<file path="config.mk">
export PLATFORM = sky130hd
export DESIGN_NAME = tmr_channel
export DESIGN_NICKNAME = d
export VERILOG_FILES = /design/src/rtl/tmr_pkg.sv /design/src/rtl/tmr_regs.sv /design/src/rtl/tmr_core.sv /design/src/rtl/tmr_wave.sv /design/src/rtl/tmr_channel.sv
export SDC_FILE = /design/constraint.sdc
export NUM_CORES = 1
export LEC_CHECK = 0
export BUFFER_PORTS_ARGS = -buffer_cell sky130_fd_sc_hd__clkbuf_2
export CAP_MARGIN = 30
export CELL_PAD_IN_SITES_DETAIL_PLACEMENT = 1
export CELL_PAD_IN_SITES_GLOBAL_PLACEMENT = 1
export CORE_AREA = 2 2 86 72
export CTS_CLUSTER_DIAMETER = 150
export CTS_CLUSTER_SIZE = 10
export DETAILED_ROUTE_END_ITERATION = 6
export DIE_AREA = 0 0 88 74
export PLACE_DENSITY_LB_ADDON = 0.1
export SLEW_MARGIN = 20
export SYNTH_ARGS = -nofsm -noshare
export SYNTH_HDL_FRONTEND = slang
export SYNTH_SLANG_ARGS = --single-unit
</file>
<file path="constraint.sdc">
create_clock -name clk -period 6.3 [get_ports clk]
set_input_delay 0.63 -clock clk [delete_from_list [all_inputs] [get_ports clk]]
set_output_delay 0.63 -clock clk [all_outputs]
set_load 0.01 [all_outputs]
</file>
<file path="src/rtl/tmr_pkg.sv">
package tmr_pkg;

    localparam int ADDR_W = 3;

    typedef enum logic [ADDR_W-1:0] {
        SEL_PERIOD = 3'd0,
        SEL_COUNT  = 3'd1,
        SEL_CTRL   = 3'd2,
        SEL_MODE   = 3'd3,
        SEL_OUT    = 3'd4
    } reg_sel_e;

    localparam int CTRL_START_BIT = 0;
    localparam int CTRL_STOP_BIT  = 1;
    localparam int CTRL_RUN_BIT   = 2;
    localparam int OUT_LVL_BIT    = 0;
    localparam int OUT_OE_BIT     = 1;
    localparam int MODE_W         = 3;

    typedef struct packed {
        logic invert;
        logic start_irq;
        logic clk_sel;
    } mode_t;

    typedef enum logic [1:0] {
        TRIG_NONE  = 2'd0,
        TRIG_START = 2'd1,
        TRIG_STOP  = 2'd2
    } trig_e;

    function automatic trig_e decode_trig(logic start_b, logic stop_b);
        if (stop_b)       return TRIG_STOP;
        else if (start_b) return TRIG_START;
        else              return TRIG_NONE;
    endfunction

    function automatic logic pick_tick(mode_t m, logic c0, logic c1);
        return m.clk_sel ? c1 : c0;
    endfunction

endpackage

</file>
<file path="src/rtl/tmr_regs.sv">
module tmr_regs
    import tmr_pkg::*;
#(
    parameter int CNT_W = 16
) (
    input  logic              clk,
    input  logic              clr,
    input  logic              wr_en,
    input  logic [ADDR_W-1:0] addr,
    input  logic [CNT_W-1:0]  wdata,
    input  logic              run,
    output logic [CNT_W-1:0]  period_q,
    output mode_t             mode_q,
    output logic              oe_q,
    output trig_e             trig,
    output logic              lvl_wr,
    output logic              lvl_wdata
);

    reg_sel_e sel;
    assign sel = reg_sel_e'(addr);

    always_ff @(posedge clk) begin
        if (clr) begin
            period_q <= '0;
            mode_q   <= '0;
            oe_q     <= 1'b0;
        end else if (wr_en) begin
            case (sel)
                SEL_PERIOD: period_q <= wdata;
                SEL_MODE: begin
                    if (!run) mode_q <= mode_t'(wdata[MODE_W-1:0]);
                end
                SEL_OUT: oe_q <= wdata[OUT_OE_BIT];
                default: ;
            endcase
        end
    end

    always_comb begin
        trig      = TRIG_NONE;
        lvl_wr    = 1'b0;
        lvl_wdata = wdata[OUT_LVL_BIT];
        if (wr_en && sel == SEL_CTRL)
            trig = decode_trig(wdata[CTRL_START_BIT], wdata[CTRL_STOP_BIT]);
        if (wr_en && sel == SEL_OUT && !oe_q)
            lvl_wr = 1'b1;
    end

    // mode holds while the channel was running
    a_r9_mode_locked: assert property (@(posedge clk) disable iff (clr)
        ($past(run) && !$past(clr)) |-> $stable(mode_q));

endmodule

</file>
<file path="src/rtl/tmr_core.sv">
module tmr_core
    import tmr_pkg::*;
#(
    parameter int CNT_W = 16
) (
    input  logic             clk,
    input  logic             clr,
    input  trig_e            trig,
    input  logic             tick,
    input  logic             start_irq,
    input  logic [CNT_W-1:0] period,
    output logic             run_q,
    output logic [CNT_W-1:0] count_q,
    output logic             fire,
    output logic             irq_q
);

    logic pend_q;
    logic step;
    logic at_zero;

    assign at_zero = (count_q == '0);
    assign step    = (trig == TRIG_NONE) && run_q && tick;
    assign fire    = step && (pend_q ? start_irq : at_zero);

    always_ff @(posedge clk) begin
        if (clr) begin
            run_q   <= 1'b0;
            pend_q  <= 1'b0;
            count_q <= '0;
            irq_q   <= 1'b0;
        end else begin
            irq_q <= fire;
            case (trig)
                TRIG_STOP: begin
                    run_q  <= 1'b0;
                    pend_q <= 1'b0;
                end
                TRIG_START: begin
                    run_q  <= 1'b1;
                    pend_q <= 1'b1;
                end
                default: begin
                    if (step) begin
                        if (pend_q) begin
                            count_q <= period;
                            pend_q  <= 1'b0;
                        end else if (at_zero) begin
                            count_q <= period;
                        end else begin
                            count_q <= count_q - 1'b1;
                        end
                    end
                end
            endcase
        end
    end

    // a stopped channel keeps its count
    a_r6_frozen_count: assert property (@(posedge clk) disable iff (clr)
        ($past(!run_q) && !$past(clr)) |-> $stable(count_q));

    // interrupts only come from a running channel
    a_r3_irq_needs_run: assert property (@(posedge clk) disable iff (clr)
        irq_q |-> $past(run_q));

    // the first step after a start loads the period
    a_r2_start_load: assert property (@(posedge clk) disable iff (clr)
        ($past(step && pend_q) && !$past(clr)) |-> (count_q == $past(period)));

endmodule

</file>
<file path="src/rtl/tmr_wave.sv">
module tmr_wave (
    input  logic clk,
    input  logic clr,
    input  logic oe,
    input  logic invert,
    input  logic lvl_wr,
    input  logic lvl_wdata,
    input  logic fire,
    output logic level_q,
    output logic tout
);

    always_ff @(posedge clk) begin
        if (clr)
            level_q <= 1'b0;
        else if (lvl_wr)
            level_q <= lvl_wdata;
        else if (oe && fire)
            level_q <= ~level_q;
    end

    assign tout = level_q ^ invert;

    // a software write to the level never coincides with the timer driving it
    a_r8_write_gated: assert property (@(posedge clk) disable iff (clr)
        lvl_wr |-> !oe);

endmodule

</file>
<file path="src/rtl/tmr_channel.sv">
module tmr_channel
    import tmr_pkg::*;
#(
    parameter int CNT_W = 16
) (
    input  logic              clk,
    input  logic              rst,
    input  logic              unit_en_i,
    input  logic              cke0_i,
    input  logic              cke1_i,
    input  logic              wr_en_i,
    input  logic [ADDR_W-1:0] addr_i,
    input  logic [CNT_W-1:0]  wdata_i,
    output logic [CNT_W-1:0]  rdata_o,
    output logic              run_o,
    output logic              irq_o,
    output logic              tout_o
);

    logic             clr;
    logic             wr_g;
    logic [CNT_W-1:0] period_q;
    logic [CNT_W-1:0] count_q;
    mode_t            mode_q;
    logic             oe_q;
    trig_e            trig;
    logic             lvl_wr;
    logic             lvl_wdata;
    logic             tick;
    logic             fire;
    logic             level_q;

    assign clr  = rst | ~unit_en_i;
    assign wr_g = wr_en_i & unit_en_i;
    assign tick = pick_tick(mode_q, cke0_i, cke1_i);

    tmr_regs #(.CNT_W(CNT_W)) u_regs (
        .clk       (clk),
        .clr       (clr),
        .wr_en     (wr_g),
        .addr      (addr_i),
        .wdata     (wdata_i),
        .run       (run_o),
        .period_q  (period_q),
        .mode_q    (mode_q),
        .oe_q      (oe_q),
        .trig      (trig),
        .lvl_wr    (lvl_wr),
        .lvl_wdata (lvl_wdata)
    );

    tmr_core #(.CNT_W(CNT_W)) u_core (
        .clk       (clk),
        .clr       (clr),
        .trig      (trig),
        .tick      (tick),
        .start_irq (mode_q.start_irq),
        .period    (period_q),
        .run_q     (run_o),
        .count_q   (count_q),
        .fire      (fire),
        .irq_q     (irq_o)
    );

    tmr_wave u_wave (
        .clk       (clk),
        .clr       (clr),
        .oe        (oe_q),
        .invert    (mode_q.invert),
        .lvl_wr    (lvl_wr),
        .lvl_wdata (lvl_wdata),
        .fire      (fire),
        .level_q   (level_q),
        .tout      (tout_o)
    );

    always_comb begin
        rdata_o = '0;
        case (reg_sel_e'(addr_i))
            SEL_PERIOD: rdata_o = period_q;
            SEL_COUNT:  rdata_o = count_q;
            SEL_CTRL:   rdata_o[CTRL_RUN_BIT] = run_o;
            SEL_MODE:   rdata_o[MODE_W-1:0] = mode_q;
            SEL_OUT: begin
                rdata_o[OUT_LVL_BIT] = level_q;
                rdata_o[OUT_OE_BIT]  = oe_q;
            end
            default: ;
        endcase
    end

    // a start trigger leaves the run flag set
    a_r1_start_sets_run: assert property (@(posedge clk) disable iff (clr)
        ($past(trig == TRIG_START) && !$past(clr)) |-> run_o);

    // with the gate open, the level moves exactly when an interrupt fires
    a_r8_toggle_on_irq: assert property (@(posedge clk) disable iff (clr)
        ($past(oe_q) && !$past(lvl_wr) && !$past(clr)) |-> ((level_q != $past(level_q)) == irq_o));

endmodule

</file>
==> reports/qor.json <==
{
  "run_status": {"value": "finished clean"},
  "timing.rr.end": {"value": "u_wave.level_q"},
  "number_of_global_route_vias_before_repair": {"value": 2054},
  "cts.root.buffer_cell": {"value": "sky130_fd_sc_hd__clkbuf_8"},
  "final_design_area_no_fill": {"value": 0.00270, "unit": "mm2"},
  "timing.fmax": {"value": 335, "unit": "MHz"},
  "total_power": {"value": 0.000463, "unit": "W"},
  "final.period_utilization": {"value": 47.4, "unit": "%"},
  "wl": {"value": 6370, "unit": "um"},
  "fp.coreArea": {"value": 0.00566, "unit": "mm2"},
  "floorplan.die.width": {"value": 88, "unit": "um"},
  "timing.final.crit_period": {"value": 2990, "unit": "ps"},
  "cts_resized": {"value": 0},
  "cts_tree": {"value": "done"},
  "critPathMaxFanout": {"value": 19},
  "worst_ir_drop_vdd": {"value": 0.0880, "unit": "mV"},
  "timing.rr.start": {"value": "u_core.count_q[0]"},
  "via_count": {"value": 2123},
  "ys_seq_area_share": {"value": 34.1, "unit": "%"},
  "final_antenna_net_count": {"value": 0},
  "drt-initial-drc-count": {"value": 62},
  "slew-limit-headroom": {"value": 38.4, "unit": "%"},
  "synth_enable_flop_cells": {"value": 0},
  "clock_skew": {"value": 7.57, "unit": "ps"},
  "cts_max_level": {"value": 2},
  "io_buffer_count": {"value": 43},
  "routabilityCongestion": {"value": 0.788},
  "row_count": {"value": 25},
  "report.final.hold_viol_count": {"value": 0},
  "worst_pin_slew": {"value": 916, "unit": "ps"},
  "setup_viol": {"value": 0},
  "clkSinkCount": {"value": 40},
  "capturing_element_of_the_worst_setup_path": {"value": "u_core.count_q[7]"},
  "final-max-slew-violation-count": {"value": 0},
  "number_of_antenna_violations_at_the_first_check_in_global_routing": {"value": 0},
  "cp-startpoint": {"value": "addr_i[0]"},
  "track_usage": {"value": 20.3, "unit": "%"},
  "antenna-diode-count": {"value": 0},
  "final.fill_count": {"value": 712},
  "boundaryPins": {"value": 44},
  "synth_top_cell_by_area": {"value": "sky130_fd_sc_hd__dfxtp_1"},
  "clock_latency": {"value": 290, "unit": "ps"},
  "overflow": {"value": 0},
  "cts_setup_buffers": {"value": 0},
  "start_kind": {"value": "input port"},
  "post_route_drc": {"value": 0},
  "netlist_instances": {"value": 280},
  "synth_top_flop_cell": {"value": "sky130_fd_sc_hd__dfxtp_1"},
  "yosys_warnings": {"value": 0},
  "setup-tns-final": {"value": 0, "unit": "ps"},
  "syn-num-nets": {"value": 309},
  "synthTopCellsByArea": {"value": "sky130_fd_sc_hd__dfxtp_1 (34%), sky130_fd_sc_hd__mux2i_1 (16%), sky130_fd_sc_hd__nor2_1 (7.4%)"},
  "critPathKind": {"value": "input port to register"},
  "grt_max_degree": {"value": 34},
  "dieArea": {"value": 0.00651, "unit": "mm2"},
  "power.static_leakage": {"value": 0.970, "unit": "nW"},
  "holdBufCountCts": {"value": 0},
  "worst-r2r-cell-count": {"value": 8},
  "nets": {"value": 342},
  "synth.top_cell.area_share": {"value": 34.1, "unit": "%"},
  "distinct_cell_type_count_after_synthesis": {"value": 42},
  "clock_tree.buffer_depth": {"value": 2},
  "cts_made_buffers": {"value": 5},
  "synth.avg_cell_area": {"value": 8.39, "unit": "um2"},
  "cts.reportedPaths.clkPinSlew": {"value": 80, "unit": "ps"},
  "setup_repair_after_global_routing_missed_its_margin": {"value": "false"},
  "first_pass_iters": {"value": 4},
  "worst-endpoint-required": {"value": 6530, "unit": "ps"},
  "synth_area": {"value": 0.00235, "unit": "mm2"},
  "placed_cell_area": {"value": 0.00259, "unit": "mm2"},
  "power.density": {"value": 172, "unit": "mW/mm2"},
  "yosys_register_bits": {"value": 40},
  "maxCapViolations": {"value": 0},
  "wire_per_inst": {"value": 16.1, "unit": "um"},
  "detailedPlacementHpwl": {"value": 4660, "unit": "um"},
  "hold_path.class": {"value": "register to register"},
  "reg2reg_setup_slack": {"value": 3940, "unit": "ps"},
  "async_flop_share": {"value": 0, "unit": "%"},
  "die_height": {"value": 74, "unit": "um"},
  "worst-endpoint-arrival": {"value": 3220, "unit": "ps"},
  "worst_setup_path_end_kind": {"value": "register"},
  "initial_utilization": {"value": 41.5, "unit": "%"},
  "first_pass_grt_wire_length": {"value": 10200, "unit": "um"},
  "detail_route.vias_per_cell": {"value": 5.37},
  "areaGrowthSynthToFinish": {"value": 14.8, "unit": "%"},
  "layout_cell_share_with_drive_strength_beyond_1": {"value": 21.3, "unit": "%"}
}
## metal layers
metal  part of all wire, %  wire length, um  track usage, %  vias to the layer above
li1                      -                -               -                     1071
met1                    52             3310            30.4                     1013
met2                    44             2800            30.2                       36
met3                   3.7              238            4.33                        3
met4                  0.25               16            3.59                        0
met5                     0                0               0                        -
## cell families after synthesis
logic type / after synthesis / share of synthesized area (%)
and+or+nand+nor: 112 / 25.7
AOI/OAI and AO/OA: 57 / 14.8
muxes: 40 / 17.6
DFF: 40 / 34.1
buffers and inverters: 25 / 4.95
adders and majority gates: 4 / 2.13
xor gates and xnor gates: 2 / 0.746
## critical path, cell delays in order
cell and delay, ps:
sky130_fd_sc_hd__clkbuf_2 380, sky130_fd_sc_hd__nor3_1 370, sky130_fd_sc_hd__nand3b_1 150, sky130_fd_sc_hd__ha_1 380, sky130_fd_sc_hd__nand4b_1 610, sky130_fd_sc_hd__nor4b_1 470
sky130_fd_sc_hd__a31oi_1 80, sky130_fd_sc_hd__a21oi_1 150
## cells in the mapped netlist (2+ instances only)
| cell | n |
|---|---|
| sky130_fd_sc_hd__o21ai_1 | 7 |
| sky130_fd_sc_hd__nor3_1 | 10 |
| sky130_fd_sc_hd__ha_1 | 4 |
| sky130_fd_sc_hd__buf_4 | 2 |
| sky130_fd_sc_hd__a21oi_1 | 19 |
| sky130_fd_sc_hd__nand2b_1 | 4 |
| sky130_fd_sc_hd__nand3b_1 | 2 |
| sky130_fd_sc_hd__a211oi_2 | 3 |
| sky130_fd_sc_hd__a31oi_1 | 4 |
| sky130_fd_sc_hd__and3_1 | 2 |
| sky130_fd_sc_hd__dfxtp_1 | 40 |
| sky130_fd_sc_hd__nor2_1 | 46 |
| sky130_fd_sc_hd__nand3_1 | 16 |
| sky130_fd_sc_hd__nor2b_1 | 3 |
| sky130_fd_sc_hd__nand4b_1 | 2 |
| sky130_fd_sc_hd__nor4_2 | 3 |
| sky130_fd_sc_hd__o21ai_0 | 15 |
| sky130_fd_sc_hd__or3_1 | 2 |
| sky130_fd_sc_hd__mux2i_1 | 38 |
| sky130_fd_sc_hd__a21o_1 | 4 |
| sky130_fd_sc_hd__clkbuf_1 | 9 |
| sky130_fd_sc_hd__nor4b_1 | 3 |
| sky130_fd_sc_hd__buf_2 | 5 |
| sky130_fd_sc_hd__inv_1 | 5 |
| sky130_fd_sc_hd__nor4_1 | 2 |
| sky130_fd_sc_hd__xor2_1 | 2 |
| sky130_fd_sc_hd__buf_1 | 2 |
| sky130_fd_sc_hd__nand2_1 | 10 |
| sky130_fd_sc_hd__a211oi_1 | 2 |
| sky130_fd_sc_hd__or4_4 | 2 |
## worst min path at each step
| stage | start | endpoint | slack [ps] | depth (start not counted) |
|---|---|---|---|---|
| 6_report | u_core.count_q[6] | u_core.count_q[6] | 490 | 2 |
| 5_1_grt | u_core.count_q[15] | u_core.count_q[15] | 540 | 2 |
| 4_1_cts | u_core.count_q[6] | u_core.count_q[6] | 500 | 2 |
| 3_5_place_dp | u_core.count_q[6] | u_core.count_q[6] | 490 | 2 |
| 3_3_place_gp | u_core.count_q[6] | u_core.count_q[6] | 490 | 2 |
| 2_1_floorplan | u_core.count_q[6] | u_core.count_q[6] | 460 | 2 |
## where the power goes
group          total [W]  internal (W)  leakage [nW]  switching [W]
combinational  0.0000303     0.0000123         0.602      0.0000180
clock           0.000179     0.0000894        0.0455      0.0000895
sequential      0.000254      0.000253         0.322    0.000000597
total           0.000463      0.000355         0.970       0.000108
## layout make-up
class	count	area [um2]	area share [%]
Multi-Input combinational cell	215	1430	53.1
Timing Repair Buffer	46	253	9.38
Tap cell	81	101	3.76
Sequential cell	40	801	29.7
Clock buffer	8	90.1	3.34
Inverter	5	18.8	0.696
## flip-flops by register name, indices dropped and copies added (netlist names)
| signal | flops |
|---|---|
| u_core.count_q | 16 |
| u_regs.period_q | 16 |
| u_regs.mode_q | 3 |
| u_core.irq_q | 1 |
| u_core.pend_q | 1 |
| u_core.run_q | 1 |
| u_regs.oe_q | 1 |
| u_wave.level_q | 1 |
## metrics by stage
stage               worst slack (ps)  std cells  utilization, %  hold WS [ps]
floorplan                       3780        280               -           459
global placement                3180        385            45.5           486
CTS                             3290        394            47.3           498
detailed placement              2990        386            45.7           490
finish                          3310        395            47.6           495
global route                    3060        395            47.6           537
## cells in the final DEF (no fill, tap or decap), drive strengths merged, types with 2 or more instances in the layout
master	instances
ha	4
nor3	11
a21o	4
xor2	2
nor4	6
a21oi	19
a31oi	4
dfxtp	40
buf	3
nor4b	3
o21ai	22
nand2b	4
clkbuf	51
inv	5
nor2	46
nand4b	2
nand3	16
nor2b	3
mux2i	38
a211oi	5
or3	2
nand2	10
and3	2
nand3b	2
or4	2
Note: power is estimated with default switching activity, not from simulation.
